$ cat src/rtl/dacw_pkg.sv
package dacw_pkg;
    localparam int ADDR_W  = 2;
    localparam int PAD_W   = 2;
    localparam int CODE_W  = 12;
    localparam int FRAME_W = ADDR_W + PAD_W + CODE_W;

    typedef enum logic [2:0] {
        ST_IDLE,
        ST_SETUP,
        ST_LOW,
        ST_HIGH,
        ST_LOAD,
        ST_RESET
    } dacw_state_e;

    typedef struct packed {
        dacw_state_e state;
        logic        sclk;
        logic        cs_n;
        logic        sdi;
        logic        load_n;
        logic        dac_rst_n;
        logic        rst_sel;
    } dacw_regs_t;
endpackage

$ cat src/rtl/dacw_timer.sv
module dacw_timer #(
    parameter int W = 16
) (
    input  logic         clk,
    input  logic         rst_n,
    input  logic         restart,
    input  logic [W-1:0] limit,
    output logic         expired
);
    logic [W-1:0] cnt_d, cnt_q;

    assign expired = (cnt_q == limit);

    always_comb begin
        if (restart)      cnt_d = '0;
        else if (expired) cnt_d = cnt_q;
        else              cnt_d = cnt_q + 1'b1;
    end

    always_ff @(posedge clk) begin
        if (!rst_n) cnt_q <= '0;
        else        cnt_q <= cnt_d;
    end
endmodule

$ cat src/rtl/dacw_shifter.sv
module dacw_shifter #(
    parameter int W = 16
) (
    input  logic         clk,
    input  logic         rst_n,
    input  logic         load,
    input  logic [W-1:0] frame,
    input  logic         shift,
    output logic         msb,
    output logic         empty
);
    localparam int CNT_W = $clog2(W + 1);

    typedef struct packed {
        logic [W-1:0]     sr;
        logic [CNT_W-1:0] cnt;
    } sh_t;

    sh_t s_d, s_q;

    assign msb   = s_q.sr[W-1];
    assign empty = (s_q.cnt == CNT_W'(W));

    always_comb begin
        s_d = s_q;
        if (load) begin
            s_d.sr  = frame;
            s_d.cnt = '0;
        end else if (shift) begin
            s_d.sr  = {s_q.sr[W-2:0], 1'b0};
            s_d.cnt = s_q.cnt + 1'b1;
        end
    end

    always_ff @(posedge clk) begin
        if (!rst_n) s_q <= '0;
        else        s_q <= s_d;
    end
endmodule

$ cat src/rtl/dacw_ctrl.sv
module dacw_ctrl
    import dacw_pkg::*;
#(
    parameter int DIV_W  = 8,
    parameter int LOAD_W = 4,
    parameter int RST_W  = 6,
    parameter int TMR_W  = 16
) (
    input  logic                 clk,
    input  logic                 rst_n,
    input  logic                 req_valid,
    output logic                 req_ready,
    input  logic [ADDR_W-1:0]    req_chan,
    input  logic [CODE_W-1:0]    req_code,
    input  logic [DIV_W-1:0]     clk_div,
    input  logic                 reset_req,
    input  logic                 rst_mid,
    output logic                 busy,
    output logic                 dac_sclk,
    output logic                 dac_cs_n,
    output logic                 dac_sdi,
    output logic                 dac_load_n,
    output logic                 dac_rst_n,
    output logic                 dac_rst_sel
);
    localparam logic [TMR_W-1:0] LOAD_LIM = TMR_W'(LOAD_W - 1);
    localparam logic [TMR_W-1:0] RST_LIM  = TMR_W'(RST_W - 1);

    dacw_regs_t r_d, r_q;

    logic             tmr_restart, tmr_expired;
    logic [TMR_W-1:0] tmr_limit;
    logic             sh_load, sh_shift, sh_msb, sh_empty;
    logic [FRAME_W-1:0] frame;

    assign frame = {req_chan, {PAD_W{1'b0}}, req_code};

    dacw_timer #(.W(TMR_W)) u_timer (
        .clk     (clk),
        .rst_n   (rst_n),
        .restart (tmr_restart),
        .limit   (tmr_limit),
        .expired (tmr_expired)
    );

    dacw_shifter #(.W(FRAME_W)) u_shift (
        .clk   (clk),
        .rst_n (rst_n),
        .load  (sh_load),
        .frame (frame),
        .shift (sh_shift),
        .msb   (sh_msb),
        .empty (sh_empty)
    );

    assign req_ready   = (r_q.state == ST_IDLE) && !reset_req;
    assign busy        = (r_q.state != ST_IDLE);
    assign dac_sclk    = r_q.sclk;
    assign dac_cs_n    = r_q.cs_n;
    assign dac_sdi     = r_q.sdi;
    assign dac_load_n  = r_q.load_n;
    assign dac_rst_n   = r_q.dac_rst_n;
    assign dac_rst_sel = r_q.rst_sel;

    always_comb begin
        r_d         = r_q;
        r_d.rst_sel = rst_mid;
        tmr_restart = 1'b0;
        sh_load     = 1'b0;
        sh_shift    = 1'b0;

        case (r_q.state)
            ST_LOAD:  tmr_limit = LOAD_LIM;
            ST_RESET: tmr_limit = RST_LIM;
            default:  tmr_limit = TMR_W'(clk_div);
        endcase

        case (r_q.state)
            ST_IDLE: begin
                if (reset_req) begin
                    r_d.dac_rst_n = 1'b0;
                    r_d.state     = ST_RESET;
                    tmr_restart   = 1'b1;
                end else if (req_valid) begin
                    sh_load     = 1'b1;
                    r_d.cs_n    = 1'b0;
                    r_d.state   = ST_SETUP;
                    tmr_restart = 1'b1;
                end
            end
            ST_SETUP: begin
                if (tmr_expired) begin
                    r_d.sclk    = 1'b0;
                    r_d.sdi     = sh_msb;
                    sh_shift    = 1'b1;
                    r_d.state   = ST_LOW;
                    tmr_restart = 1'b1;
                end
            end
            ST_LOW: begin
                if (tmr_expired) begin
                    r_d.sclk    = 1'b1;
                    r_d.state   = ST_HIGH;
                    tmr_restart = 1'b1;
                end
            end
            ST_HIGH: begin
                if (tmr_expired) begin
                    tmr_restart = 1'b1;
                    if (sh_empty) begin
                        r_d.cs_n   = 1'b1;
                        r_d.load_n = 1'b0;
                        r_d.state  = ST_LOAD;
                    end else begin
                        r_d.sclk  = 1'b0;
                        r_d.sdi   = sh_msb;
                        sh_shift  = 1'b1;
                        r_d.state = ST_LOW;
                    end
                end
            end
            ST_LOAD: begin
                if (tmr_expired) begin
                    r_d.load_n = 1'b1;
                    r_d.state  = ST_IDLE;
                end
            end
            ST_RESET: begin
                if (tmr_expired) begin
                    r_d.dac_rst_n = 1'b1;
                    r_d.state     = ST_IDLE;
                end
            end
            default: r_d.state = ST_IDLE;
        endcase
    end

    always_ff @(posedge clk) begin
        if (!rst_n) begin
            r_q.state     <= ST_IDLE;
            r_q.sclk      <= 1'b1;
            r_q.cs_n      <= 1'b1;
            r_q.sdi       <= 1'b0;
            r_q.load_n    <= 1'b1;
            r_q.dac_rst_n <= 1'b1;
            r_q.rst_sel   <= 1'b0;
        end else begin
            r_q <= r_d;
        end
    end
endmodule

$ cat config.mk
export PLATFORM = sky130hd
export DESIGN_NAME = dacw_ctrl
export DESIGN_NICKNAME = d
export VERILOG_FILES = /design/src/rtl/dacw_pkg.sv /design/src/rtl/dacw_timer.sv /design/src/rtl/dacw_shifter.sv /design/src/rtl/dacw_ctrl.sv
export SDC_FILE = /design/constraint.sdc
export NUM_CORES = 1
export LEC_CHECK = 0
export ABC_AREA = 1
export BUFFER_PORTS_ARGS = -buffer_cell sky130_fd_sc_hd__buf_2
export CAP_MARGIN = 10
export CORE_ASPECT_RATIO = 1.4
export CORE_MARGIN = 5
export CORE_UTILIZATION = 58
export DETAILED_ROUTE_END_ITERATION = 16
export GPL_TIMING_DRIVEN = 0
export MAX_ROUTING_LAYER = met4
export PLACE_DENSITY = 0.82
export SYNTH_ARGS = -nofsm -noshare
export SYNTH_HDL_FRONTEND = slang
export SYNTH_HIERARCHICAL = 1
export SYNTH_SLANG_ARGS = --single-unit
$ cat constraint.sdc
create_clock -name clk -period 2.7 [get_ports clk]
set_input_delay 0.135 -clock clk [delete_from_list [all_inputs] [get_ports clk]]
set_output_delay 0.135 -clock clk [all_outputs]
set_load 0.03 [all_outputs]
# Word level (Yosys, flattened, before mapping)
# Index checks and enable logic that the tools add are counted.
# W data, S select, Z words.
# word_totals
ff_bits,46
inputBits,27
out_inout_bits,8
word_cells,87
# classes
add_sub_neg,2
eq_ne,19
muxes,34
bitwise,1
reduce_logical,20
# ops
op,count
$mux W21,2
$ne A2 B2 Y1 const B,10
$add A16 B1 Y16 const B,1
$eq A16 B8 Y1,1
$mux W1,16
$pmux W8 S2,1
$pmux W3 S5,1
$reduce_and A5 Y1,3
$mux W3,4
$pmux W1 S2,6
$reduce_bool A2 Y1,5
$mux W4,2
$reduce_and A4 Y1,2
$mux W7,1
$eq A3 B2 Y1 const B,2
$eq A3 B3 Y1 const B,2
$reduce_bool A3 Y1,2
$reduce_or A2 Y1,3
$add A5 B1 Y5 const B,1
$eq A5 B5 Y1 const B,1
$eq A3 B1 Y1 const B,1
$logic_not A3 Y1,1
$ne A3 B3 Y1 const B,1
$pmux W1 S3,1
other kinds (6),6

# Longest topological paths before layout
# Gate-level depths: netlist (run 1).
# depth
depth_word,7
depth_mapped,20
ltp_nobuf,18

# Cells and area by module
# Netlist (run 1), hierarchy kept.
# modules_own_cells
module,instances,cells_per_inst,area_per_inst_um2
dacw_timer,1,243,1363.8
dacw_shifter,1,155,1038.5
dacw_ctrl,1,86,538.0

# Worst setup path before layout (run 1)
# No wires, ideal clock.
# synth_timing
path_type,reg-to-reg
from,register r_q[7] in the netlist's numbering
to,register u_shift/s_q[3] in the netlist's numbering
setup_ns,0.113
arrival_ns,2.174
required_ns,2.587
slack_ns,0.413
stages_incl_launch_ff,19
n_path_buf,2
path_cell_list,dfxtp_1 -> inv_2 -> nand2_2 -> inv_2 -> or2_1 -> nand2_1 -> nand2_1 -> nor2_1 -> nand2_2 -> nor4_1 -> buf_6 -> nand2_1 -> inv_2 -> buf_6 -> nand2_1 -> nor2_2 -> nand2_1 -> nand2_1 -> nor2_1
# synth_via
elab_chain_len,5
# synth_lines
element,line_no,rtl
"start, declared",dacw_ctrl.sv:29,"dacw_regs_t r_d, r_q;"
"start signal, assigned",dacw_ctrl.sv:148,r_q <= r_d;
$eq A3 B3 Y1,dacw_ctrl.sv:72,case (r_q.state)
$pmux W8 S2 *,dacw_ctrl.sv:72,
named net tmr_limit[0],dacw_ctrl.sv:32,logic [TMR_W-1:0] tmr_limit;
$eq A16 B8 Y1 *,dacw_timer.sv:12,assign expired = (cnt_q == limit);
named net tmr_expired,dacw_ctrl.sv:31,"logic tmr_restart, tmr_expired;"
$mux W1 (on tied branches),"dacw_ctrl.sv:108, dacw_ctrl.sv:92",
$pmux W1 S2 *,dacw_ctrl.sv:78,case (r_q.state)
named net sh_shift,dacw_ctrl.sv:33,"logic sh_load, sh_shift, sh_msb, sh_empty;"
"end signal, assigned",dacw_shifter.sv:36,if (!rst_n) s_q <= '0;
"end signal, assigned",dacw_shifter.sv:37,else s_q <= s_d;
"end, declared",dacw_shifter.sv:19,"sh_t s_d, s_q;"
# Mark *: on every way through the listed nets, which the timed path passes. The rest lies on a longest branch.
# A chain may end at the register's enable or synchronous reset.

# Worst setup path in the final report (run 1)
# layout_timing
from,register r_q[8] in the netlist's numbering
to,register u_shift/s_q[3] in the netlist's numbering
# The elaborated chain is that of the path after synthesis.

==> impl_metrics.json, run 1 <==
{
  "cts.clk_slew.worst_paths_ps": 80,
  "holdWs_ps": 47.5,
  "crit_end": "u_shift/s_q[3]",
  "leakagePower_uw": 0.00165,
  "clock_sinks": 46,
  "cts_buffers": 5,
  "first_global_vias": 2770,
  "status": "finished, final reports clean",
  "clock_latency_ps": 290,
  "ys_ff_latch": 46,
  "drive_gt1_share_pct": 16.8,
  "p_seq_share_pct": 44.4,
  "die_w_um": 70.2,
  "skew_ps": 3.14,
  "instances_no_fill": 606,
  "place_inst": 599,
  "cts_tree": "yes",
  "post_cts_buffers": 0,
  "wire_per_inst_um": 11.1,
  "io_pins": 35,
  "grt_pass1_wl_mm": 11.5,
  "die_h_um": 94.2,
  "root_buffer": "clkbuf_8",
  "setup_viol": 0,
  "gp_congestion": 0.910,
  "synthCells": 484,
  "p_int_uw": 1100,
  "core-area_um2": 4880,
  "rows": 30,
  "min_period_over_period_pct": 90.9,
  "start_util_pct": 60.3,
  "hp-class": "in2reg",
  "grt_use_total_pct": 21.8,
  "worst_setup_path_end_kind": "register",
  "yosysWarnings": 6,
  "rr_worst_depth": 19,
  "worstPathArrival_ps": 2650,
  "ant_nets": 0,
  "die_area_um2": 6610,
  "synth.distinct_cells": 30,
  "switchingPower_uw": 630,
  "io_buffers": 34,
  "firstDrtPassIters": 4,
  "syn_area_per_cell_um2": 6.08,
  "p_total_uw": 1730,
  "ctsLongestPathBuffers": 2,
  "drv_slew": 0,
  "rsz0062_at_grt": "no",
  "path_class": "reg2reg",
  "crit_required_ps": 2900,
  "num_vias": 3007,
  "max_cap_viol_count": 0,
  "p_sw_share_pct": 36.4,
  "r2r-end": "u_shift/s_q[3]",
  "antenna_found_initial": 0,
  "synthesis.area_um2": 2940,
  "synthToLayoutAreaGrowth_pct": 14.1,
  "power_density_nw_per_um2": 517,
  "tns_ps": 0,
  "antenna_cells": 0,
  "setup.worst_path.start": "r_q[8]",
  "r2r-start": "r_q[8]",
  "via_per_inst": 4.96,
  "combPwrFrac_pct": 32.6,
  "reg2reg_slack_ps": 250,
  "cts_hold_buf": 0,
  "period_minus_slack_ps": 2450,
  "finalHoldViolCount": 0,
  "drt-total-wl_mm": 6.73,
  "drt_drc_violations_left": 0,
  "detailedPlacementHpwl_mm": 5.17,
  "ir_drop_v": 0.000461,
  "grt_max_degree": 13,
  "p_clk_share_pct": 23.0,
  "start_kind": "register",
  "yosysSeqAreaShare_pct": 31.3,
  "fmax_mhz": 408,
  "htree_levels": 2,
  "path_max_fanout": 10,
  "grt-ovfl-total": 0,
  "drt_iter0_drc": 209,
  "layout.nets": 572,
  "fillers": 462
}
-- logic make-up (layout without fill, tap and decap cells) --
| kind of cell | count (synthesis) | count (layout) | synth area share, % |
|---|---|---|---|
| AND/OR/NAND/NOR | 306 | 306 | 44.7 |
| other | 1 | 18 | 0.128 |
| adder cells (fa/ha/maj) | 3 | 3 | 1.28 |
| buffers and inverters | 86 | 127 | 14.0 |
| flip-flops | 46 | 46 | 31.3 |
| AO/OA/AOI/OAI | 33 | 33 | 5.92 |
| XOR/XNOR | 9 | 9 | 2.68 |
-- cell type report --
| cell class | count | area [um^2] | share of cell area (%) |
|---|---|---|---|
| Tap cell | 64 | 80.1 | 2.39 |
| Buffer | 15 | 146 | 4.36 |
| Multi-Input combinational cell | 369 | 1690 | 50.3 |
| Timing Repair Buffer | 34 | 170 | 5.07 |
| Inverter | 71 | 269 | 8.02 |
| Clock buffer | 7 | 76.3 | 2.27 |
| Sequential cell | 46 | 925 | 27.6 |
-- layer usage --
layer | track usage, % | wire, um
met5 | - | 0
met4 | 11.2 | 210
met3 | 3.43 | 300
met2 | 40.3 | 3560
met1 | 21.9 | 2660
-- sequential cells by signal, indices dropped and copies added (netlist names) --
signal / cells
dac_cs_n: 1
dac_load_n: 1
dac_rst_n: 1
dac_rst_sel: 1
dac_sclk: 1
dac_sdi: 1
r_q: 3
u_shift/msb: 1
u_shift/s_q: 20
u_timer/cnt_q: 16
-- worst min path at each step --
| stage | startpoint | to | slack (ps) | cells after the start |
|---|---|---|---|---|
| after floorplan | rst_n | dac_rst_n | 200 | 1 |
| after global routing | rst_mid | dac_rst_sel | 60 | 3 |
| after global placement | rst_mid | dac_rst_sel | 340 | 3 |
| final | rst_mid | dac_rst_sel | 50 | 3 |
| after detailed placement | rst_mid | dac_rst_sel | 350 | 3 |
| after CTS | rst_mid | dac_rst_sel | 40 | 3 |
-- through the flow --
step / util [%] / setup WS (ps) / instance area [um^2]
after floorplan: - / 413 / 3000
after global placement: 66.7 / 33.7 / 3250
after detailed placement: 66.7 / -34.6 / 3250
after CTS: 68.4 / 128 / 3340
after global routing: 68.8 / 1.40 / 3360
final: 68.8 / 246 / 3360
-- Yosys cell counts --
master / number / area, um^2
nand3b_1: 1 / 7.51
inv_1: 54 / 203
clkinv_1: 1 / 3.75
o211ai_1: 1 / 7.51
ha_1: 3 / 37.5
buf_4: 1 / 7.51
nand4_1: 3 / 18.8
nor2_4: 3 / 33.8
or2_1: 1 / 6.26
nor2_1: 55 / 206
nor3_1: 3 / 15.0
nand3_2: 3 / 30.0
nor3_2: 1 / 10.0
nand2_2: 5 / 31.3
o21ai_1: 3 / 15.0
xor2_1: 9 / 78.8
buf_6: 11 / 124
nor4_1: 1 / 6.26
nand2_1: 167 / 627
nand3_1: 58 / 290
buf_2: 2 / 10.0
o21ai_0: 3 / 15.0
buf_1: 1 / 3.75
conb_1: 1 / 3.75
a21oi_1: 24 / 120
a22oi_1: 1 / 7.51
dfxtp_1: 46 / 921
a21oi_2: 1 / 8.76
nor2_2: 5 / 31.3
inv_2: 16 / 60.1
-- layout by cell type, fill, tap and decap left out, drive strengths merged, types with 6 or more instances in the layout --
cell type  synthesis  final
nand2            172    172
inv               70     70
nor2              63     63
nand3             61     61
buf               15     49
dfxtp             46     46
a21oi             25     25
conb               1     18
xor2               9      9
clkbuf             0      7
o21ai              6      6
-- worst max-delay path, cell delays in order (launching register included) --
cell,delay (ps)
dfxtp_1,410
nand2_2,130
inv_4,120
nor2_1,50
nor2_1,130
inv_1,60
nand2_1,60
nand2_1,50
nor2_1,100
nand2_2,110
nor4_4,320
buf_6,170
nand2_1,80
inv_2,130
buf_6,150
nand2_1,60
nor2_2,90
nand2_1,50
nand2_1,50
nor2_1,30
-- timing repair --
action | CTS | global route
gates resized for setup | 2 | 5
pin swaps | 0 | 0
hold endpoints to repair | 0 | 0
setup endpoints to repair | 10 | 30
gates cloned | 0 | 0
-- power groups by stage --
stage	combinational [uW]	clock [uW]	sequential [uW]
floorplan	420	0	788
global placement	537	0	782
detailed placement	554	0	784
CTS	557	416	769
global route	639	445	775
finish	565	399	769
No activity file was read; power rests on OpenSTA's default activity.
==> run 2, diff against run 1 <==
Settings changed: CORE_UTILIZATION 58 to 57, GPL_TIMING_DRIVEN 0 to default, SYNTH_HIERARCHICAL 1 to default.
==> impl_metrics.json, run 2 <==
{
  "fillers": 447,
  "worst_setup_path_end_kind": "register",
  "largest_reg_flops": 20,
  "period_minus_slack_ps": 2200,
  "synthesis.area_um2": 2640,
  "grt_use_total_pct": 21.8,
  "synthCells": 409,
  "post-route-util_pct": 64.1,
  "cts.clk_slew.worst_paths_ps": 80,
  "status": "finished, final reports clean",
  "pre_cts_ws_ps": 510,
  "leakagePower_uw": 0.00129,
  "die_h_um": 90.5,
  "io_buffers": 34,
  "clock_latency_ps": 300,
  "rsz0062_at_grt": "no",
  "rows": 29,
  "largestRegisters": "u_shift.s_q x20, u_timer.cnt_q x16, r_q x3",
  "ctsLongestPathBuffers": 2,
  "min_period_over_period_pct": 81.5,
  "p_int_uw": 1180,
  "p_total_uw": 2010,
  "via_per_inst": 5.14,
  "drt_drc_violations_left": 0,
  "p_seq_share_pct": 41.3,
  "io_pins": 35,
  "antenna_found_initial": 0,
  "synth_common_cells": "nand2_1 (101), nor2_1 (73), inv_1 (48)",
  "ir_drop_v": 0.000483,
  "crit_required_ps": 2890,
  "r2r-end": "u_shift.s_q[7]",
  "syn_nets": 439,
  "synth_edf_count": 0,
  "final_cell_mix": "nand2_1 (101), nor2_1 (73), inv_1 (48)",
  "post_cts_buffers": 0,
  "holdCritStartpoint": "rst_mid",
  "grt-ovfl-total": 0,
  "gp_congestion": 0.877,
  "skew_ps": 2.87,
  "synth.distinct_cells": 34,
  "start_util_pct": 58.6,
  "yosysWarnings": 0,
  "htree_levels": 2,
  "core-area_um2": 4500,
  "synth_top_cells_by_area": "dfxtp_1 (35%), nand2_1 (14%), nor2_1 (10%)",
  "r2r-start": "r_q[8]",
  "synthToLayoutAreaGrowth_pct": 9.50,
  "ys_ff_latch": 46,
  "layout.nets": 472,
  "whs_endpoint": "dac_rst_sel",
  "max_cap_viol_count": 0,
  "drt-total-wl_mm": 5.91,
  "start_kind": "register",
  "async_flop_share_pct": 0,
  "synth_top_cell_area_share_pct": 34.9,
  "p_sw_share_pct": 41.1,
  "drv_slew": 0,
  "p_clk_share_pct": 20.0,
  "postCtsResizedCells": 0,
  "wire_per_inst_um": 11.7,
  "drt_iter0_drc": 206,
  "fin_area_um2": 2890,
  "firstDrtPassIters": 6,
  "power_density_nw_per_um2": 697,
  "grt_pass1_wl_mm": 10.4,
  "max_slew_margin_pct": 56.9,
  "cts_buffers": 5,
  "die_w_um": 67.5,
  "root_buffer": "clkbuf_8",
  "ant_nets": 0,
  "yosysSeqAreaShare_pct": 34.9,
  "switchingPower_uw": 827,
  "largest_register": "u_shift.s_q",
  "num_vias": 2589,
  "finalHoldViolCount": 0,
  "setup_viol": 0,
  "first_global_vias": 2475,
  "hp-class": "in2reg",
  "ys.flop_type": "dfxtp_1",
  "cts_tree": "yes",
  "cts_hold_buf": 0,
  "final_common_cell": "nand2_1",
  "worstPathArrival_ps": 2390,
  "fin_ws_ps": 499,
  "syn_area_per_cell_um2": 6.44,
  "placed_cell_area_um2": 2810,
  "die_area_um2": 6100,
  "combPwrFrac_pct": 38.8,
  "reg2reg_slack_ps": 500,
  "grt_max_degree": 26,
  "drive_gt1_share_pct": 15.4,
  "synth.most_common_cell": "nand2_1",
  "path_max_fanout": 17,
  "fmax_mhz": 454,
  "antenna_cells": 0,
  "hold_path_depth": 3,
  "synth.largest_area_cell": "dfxtp_1",
  "rr_worst_depth": 13,
  "path_class": "reg2reg",
  "clock_sinks": 46,
  "tns_ps": 0,
  "tightest_slew_ps": 644,
  "detailedPlacementHpwl_mm": 4.52
}
==> run 2: worst max path at each step <==
stage | start | endpoint | cells after the start
2_1_floorplan | r_q[8] | u_shift.msb | 12
3_3_place_gp | r_q[8] | u_timer.cnt_q[6] | 11
3_5_place_dp | r_q[8] | u_timer.cnt_q[4] | 11
4_1_cts | r_q[8] | u_shift.s_q[7] | 13
5_1_grt | r_q[7] | u_timer.cnt_q[1] | 13
6_report | r_q[8] | u_shift.s_q[7] | 13
==> run 2: final cells by class <==
| type | count | area, um^2 | share of cell area (%) |
|---|---|---|---|
| multi-input combinational | 298 | 1400 | 48.7 |
| sequential | 46 | 921 | 31.9 |
| clock inverter | 1 | 7.51 | 0.260 |
| timing repair buffer | 39 | 208 | 7.20 |
| inverter | 52 | 195 | 6.76 |
| tap | 62 | 77.6 | 2.69 |
| clock buffer | 6 | 72.6 | 2.52 |
==> run 2: per-stage QoR <==
step | std cells | hold WS [ps]
CTS | 504 | 21.3
global route | 504 | 15.6
finish | 504 | 19.7
detailed placement | 497 | 333
floorplan | 409 | 233
global placement | 497 | 315
==> run 2: critical path, cell delays in order (launching register included) <==
cell	delay, ps
dfxtp_1	500
nand2_4	180
nand2_1	90
nand2_1	60
nand2_1	60
nand2_1	60
nor2_2	130
inv_1	80
nor2_4	250
nand2_2	180
nand2_2	240
inv_1	90
nor2_1	120
nor2_1	60
==> run 2: metal layers <==
layer / vias up / wire length, um / track usage [%]
li1: 1360 / - / -
met1: 1149 / 2300 / 23.6
met2: 70 / 3200 / 38.4
met3: 10 / 282 / 3.49
met4: 0 / 137 / 7.95
met5: - / 0 / -
==> run 2: cells by family (layout without fill, tap and decap cells) <==
group / Yosys count / count (layout) / synth area share (%)
xor gates and xnor gates: 3 / 3 / 0.997
buffers and inverters: 65 / 98 / 11.8
DFF: 46 / 46 / 34.9
AOI/OAI and AO/OA: 41 / 41 / 8.21
and+or+nand+nor: 251 / 251 / 42.6
adders and majority gates: 3 / 3 / 1.42
==> run 2: power by group through the flow <==
stage          logic (uW)  clock network, uW  registers [uW]
2_1_floorplan         659                  0             839
3_3_place_gp          770                  0             840
3_5_place_dp          781                  0             844
4_1_cts               788                412             828
5_1_grt               899                441             836
6_report              780                402             830
==> run 3, diff against run 2 <==
Clock period 2.7 ns to 2.1 ns, I/O delays scaled along.
==> impl_metrics.json, run 3 (synthesized netlist as in run 2, its figures left out) <==
{
  "crit_cells": 13,
  "final_cell_mix": "nand2_1 (101), nor2_1 (73), inv_1 (48)",
  "reg2reg_slack_ps": 180,
  "drt-total-wl_mm": 5.89,
  "combPwrFrac_pct": 38.6,
  "layout.nets": 478,
  "p_sw_share_pct": 39.4,
  "rsz0062_at_grt": "no",
  "hp-class": "in2reg",
  "rows": 29,
  "skew_ps": 2.63,
  "setup_viol": 0,
  "die_area_um2": 6100,
  "core-area_um2": 4500,
  "grt_max_degree": 23,
  "tightest_slew_ps": 563,
  "holdCritStartpoint": "req_code[0]",
  "crit_required_ps": 2280,
  "ant_nets": 0,
  "fmax_mhz": 522,
  "path_class": "reg2reg",
  "cts_buffers": 5,
  "root_buffer": "clkbuf_8",
  "status": "finished, final reports clean",
  "grt_use_total_pct": 20.8,
  "power_density_nw_per_um2": 935,
  "switchingPower_uw": 1090,
  "p_seq_share_pct": 38.3,
  "io_pins": 35,
  "max_cap_viol_count": 0,
  "crit_chain": "inv_2, nand2_4, nand2_1, nand2_1, nand2_1, nand2_1, nor2_2, inv_1, nor2_4, nand2_2, buf_4, o21ai_0, a21oi_1",
  "start_kind": "register",
  "p_clk_share_pct": 23.1,
  "die_h_um": 90.5,
  "firstDrtPassIters": 6,
  "period_minus_slack_ps": 1920,
  "p_total_uw": 2770,
  "p_int_uw": 1680,
  "antenna_found_initial": 0,
  "drt_iter0_drc": 150,
  "io_buffers": 34,
  "die_w_um": 67.5,
  "largest_reg_flops": 20,
  "synthToLayoutAreaGrowth_pct": 12.6,
  "largestRegisters": "u_shift.s_q x20, u_timer.cnt_q x16, r_q x3",
  "crit_slowest_cell": "dfxtp_2",
  "leakagePower_uw": 0.00133,
  "via_per_inst": 5.07,
  "htree_levels": 2,
  "drive_gt1_share_pct": 16.7,
  "clock_sinks": 46,
  "ctsLongestPathBuffers": 2,
  "worstPathArrival_ps": 2100,
  "setup.worst_path.start": "r_q[7]",
  "first_global_vias": 2427,
  "post_cts_buffers": 0,
  "tns_ps": 0,
  "drt_drc_violations_left": 0,
  "largest_register": "u_shift.s_q",
  "num_vias": 2591,
  "detailedPlacementHpwl_mm": 4.50,
  "start_util_pct": 58.6,
  "cts_tree": "yes",
  "min_period_over_period_pct": 91.3,
  "antenna_cells": 0,
  "crit_end": "u_shift.s_q[17]",
  "final_common_cell": "nand2_1",
  "drv_slew": 0,
  "ir_drop_v": 0.000775,
  "path_max_fanout": 17,
  "max_slew_margin_pct": 62.1,
  "wire_per_inst_um": 11.5,
  "cts.clk_slew.worst_paths_ps": 80,
  "grt_pass1_wl_mm": 9.98,
  "rr_worst_depth": 13,
  "critPathMostFrequentCell": "nand2_1",
  "worst_setup_path_end_kind": "register",
  "fillers": 444,
  "slowest_delay_ps": 360,
  "path_buf_inv": 3,
  "clock_latency_ps": 290,
  "path_delay_family": "simple AND/OR/NAND/NOR gates",
  "gp_congestion": 0.866,
  "grt-ovfl-total": 0,
  "r2r-start": "r_q[7]",
  "r2r-end": "u_shift.s_q[17]",
  "finalHoldViolCount": 0
}
==> run 3: cell types whose count changed in the layout (fill, tap and decap cells not counted) <==
| cell | change |
|---|---|
| dlygate4sd3_1 | +1 |
| dfxtp_1 | -2 |
| dfxtp_2 | +2 |
| clkinvlp_4 | -1 |
| nand2_4 | +1 |
| bufinv_16 | +1 |
| nand2_2 | -1 |
| buf_4 | +5 |
| clkbuf_1 | +1 |
==> run 3: per-stage QoR <==
stage | hold slack [ps] | utilization (%) | cells | instance area, um^2 | setup slack, ps
final | 72.5 | 65.9 | 511 | 2970 | 183
after global routing | 77.9 | 65.9 | 511 | 2970 | 9.98
after CTS | 57.6 | 65.8 | 511 | 2960 | 55.8
after detailed placement | 292 | 63.2 | 502 | 2840 | 103
after global placement | 288 | 63.2 | 502 | 2840 | 187
after floorplan | 203 | - | 409 | 2640 | 310
==> run 3: per-layer routing <==
layer / track usage (%) / share of wire (%) / up-vias
met5: - / 0 / -
met1: 22.0 / 41 / 1165
met2: 36.6 / 54 / 51
met4: 8.80 / 1.9 / 0
met3: 3.61 / 3.7 / 8
li1: - / - / 1367
==> run 3: what timing repair did <==
item / in CTS / in global routing
endpoints found under the setup margin: 0 / 33
hold buffers: 1 / 0
endpoints found under the hold margin: 1 / 0
resized for setup: 0 / 3
==> run 3: power groups by stage <==
stage          clock network (uW)  registers, uW  logic (uW)
2_1_floorplan                   0           1080         847
3_3_place_gp                    0           1070        1020
3_5_place_dp                    0           1070        1050
4_1_cts                       659           1050        1060
5_1_grt                       691           1070        1210
6_report                      640           1060        1070
==> run 3: worst min-delay path by stage <==
stage                     end  slack, ps  cells after the start
6_report       u_shift.s_q[5]         70                      3
5_1_grt        u_shift.s_q[5]         80                      3
4_1_cts        u_shift.s_q[5]         60                      3
3_5_place_dp      dac_rst_sel        290                      3
3_3_place_gp      dac_rst_sel        290                      3
2_1_floorplan     dac_rst_sel        200                      2
==> run 3: area by class of cell <==
class	count	area, um^2	share of cell area (%)
Clock buffer	7	76.3	2.57
Clock inverter	1	30.0	1.01
Inverter	52	195	6.58
Multi-Input combinational cell	298	1410	47.5
Sequential cell	46	923	31.1
Tap cell	62	77.6	2.61
Timing Repair Buffer	45	255	8.60
==> run 3: worst reg2reg max path: stages (launching register included) <==
cell	delay [ps]
dfxtp_2	360
inv_2	110
nand2_4	130
nand2_1	90
nand2_1	60
nand2_1	60
nand2_1	60
nor2_2	150
inv_1	80
nor2_4	200
nand2_2	110
buf_4	180
o21ai_0	170
a21oi_1	50
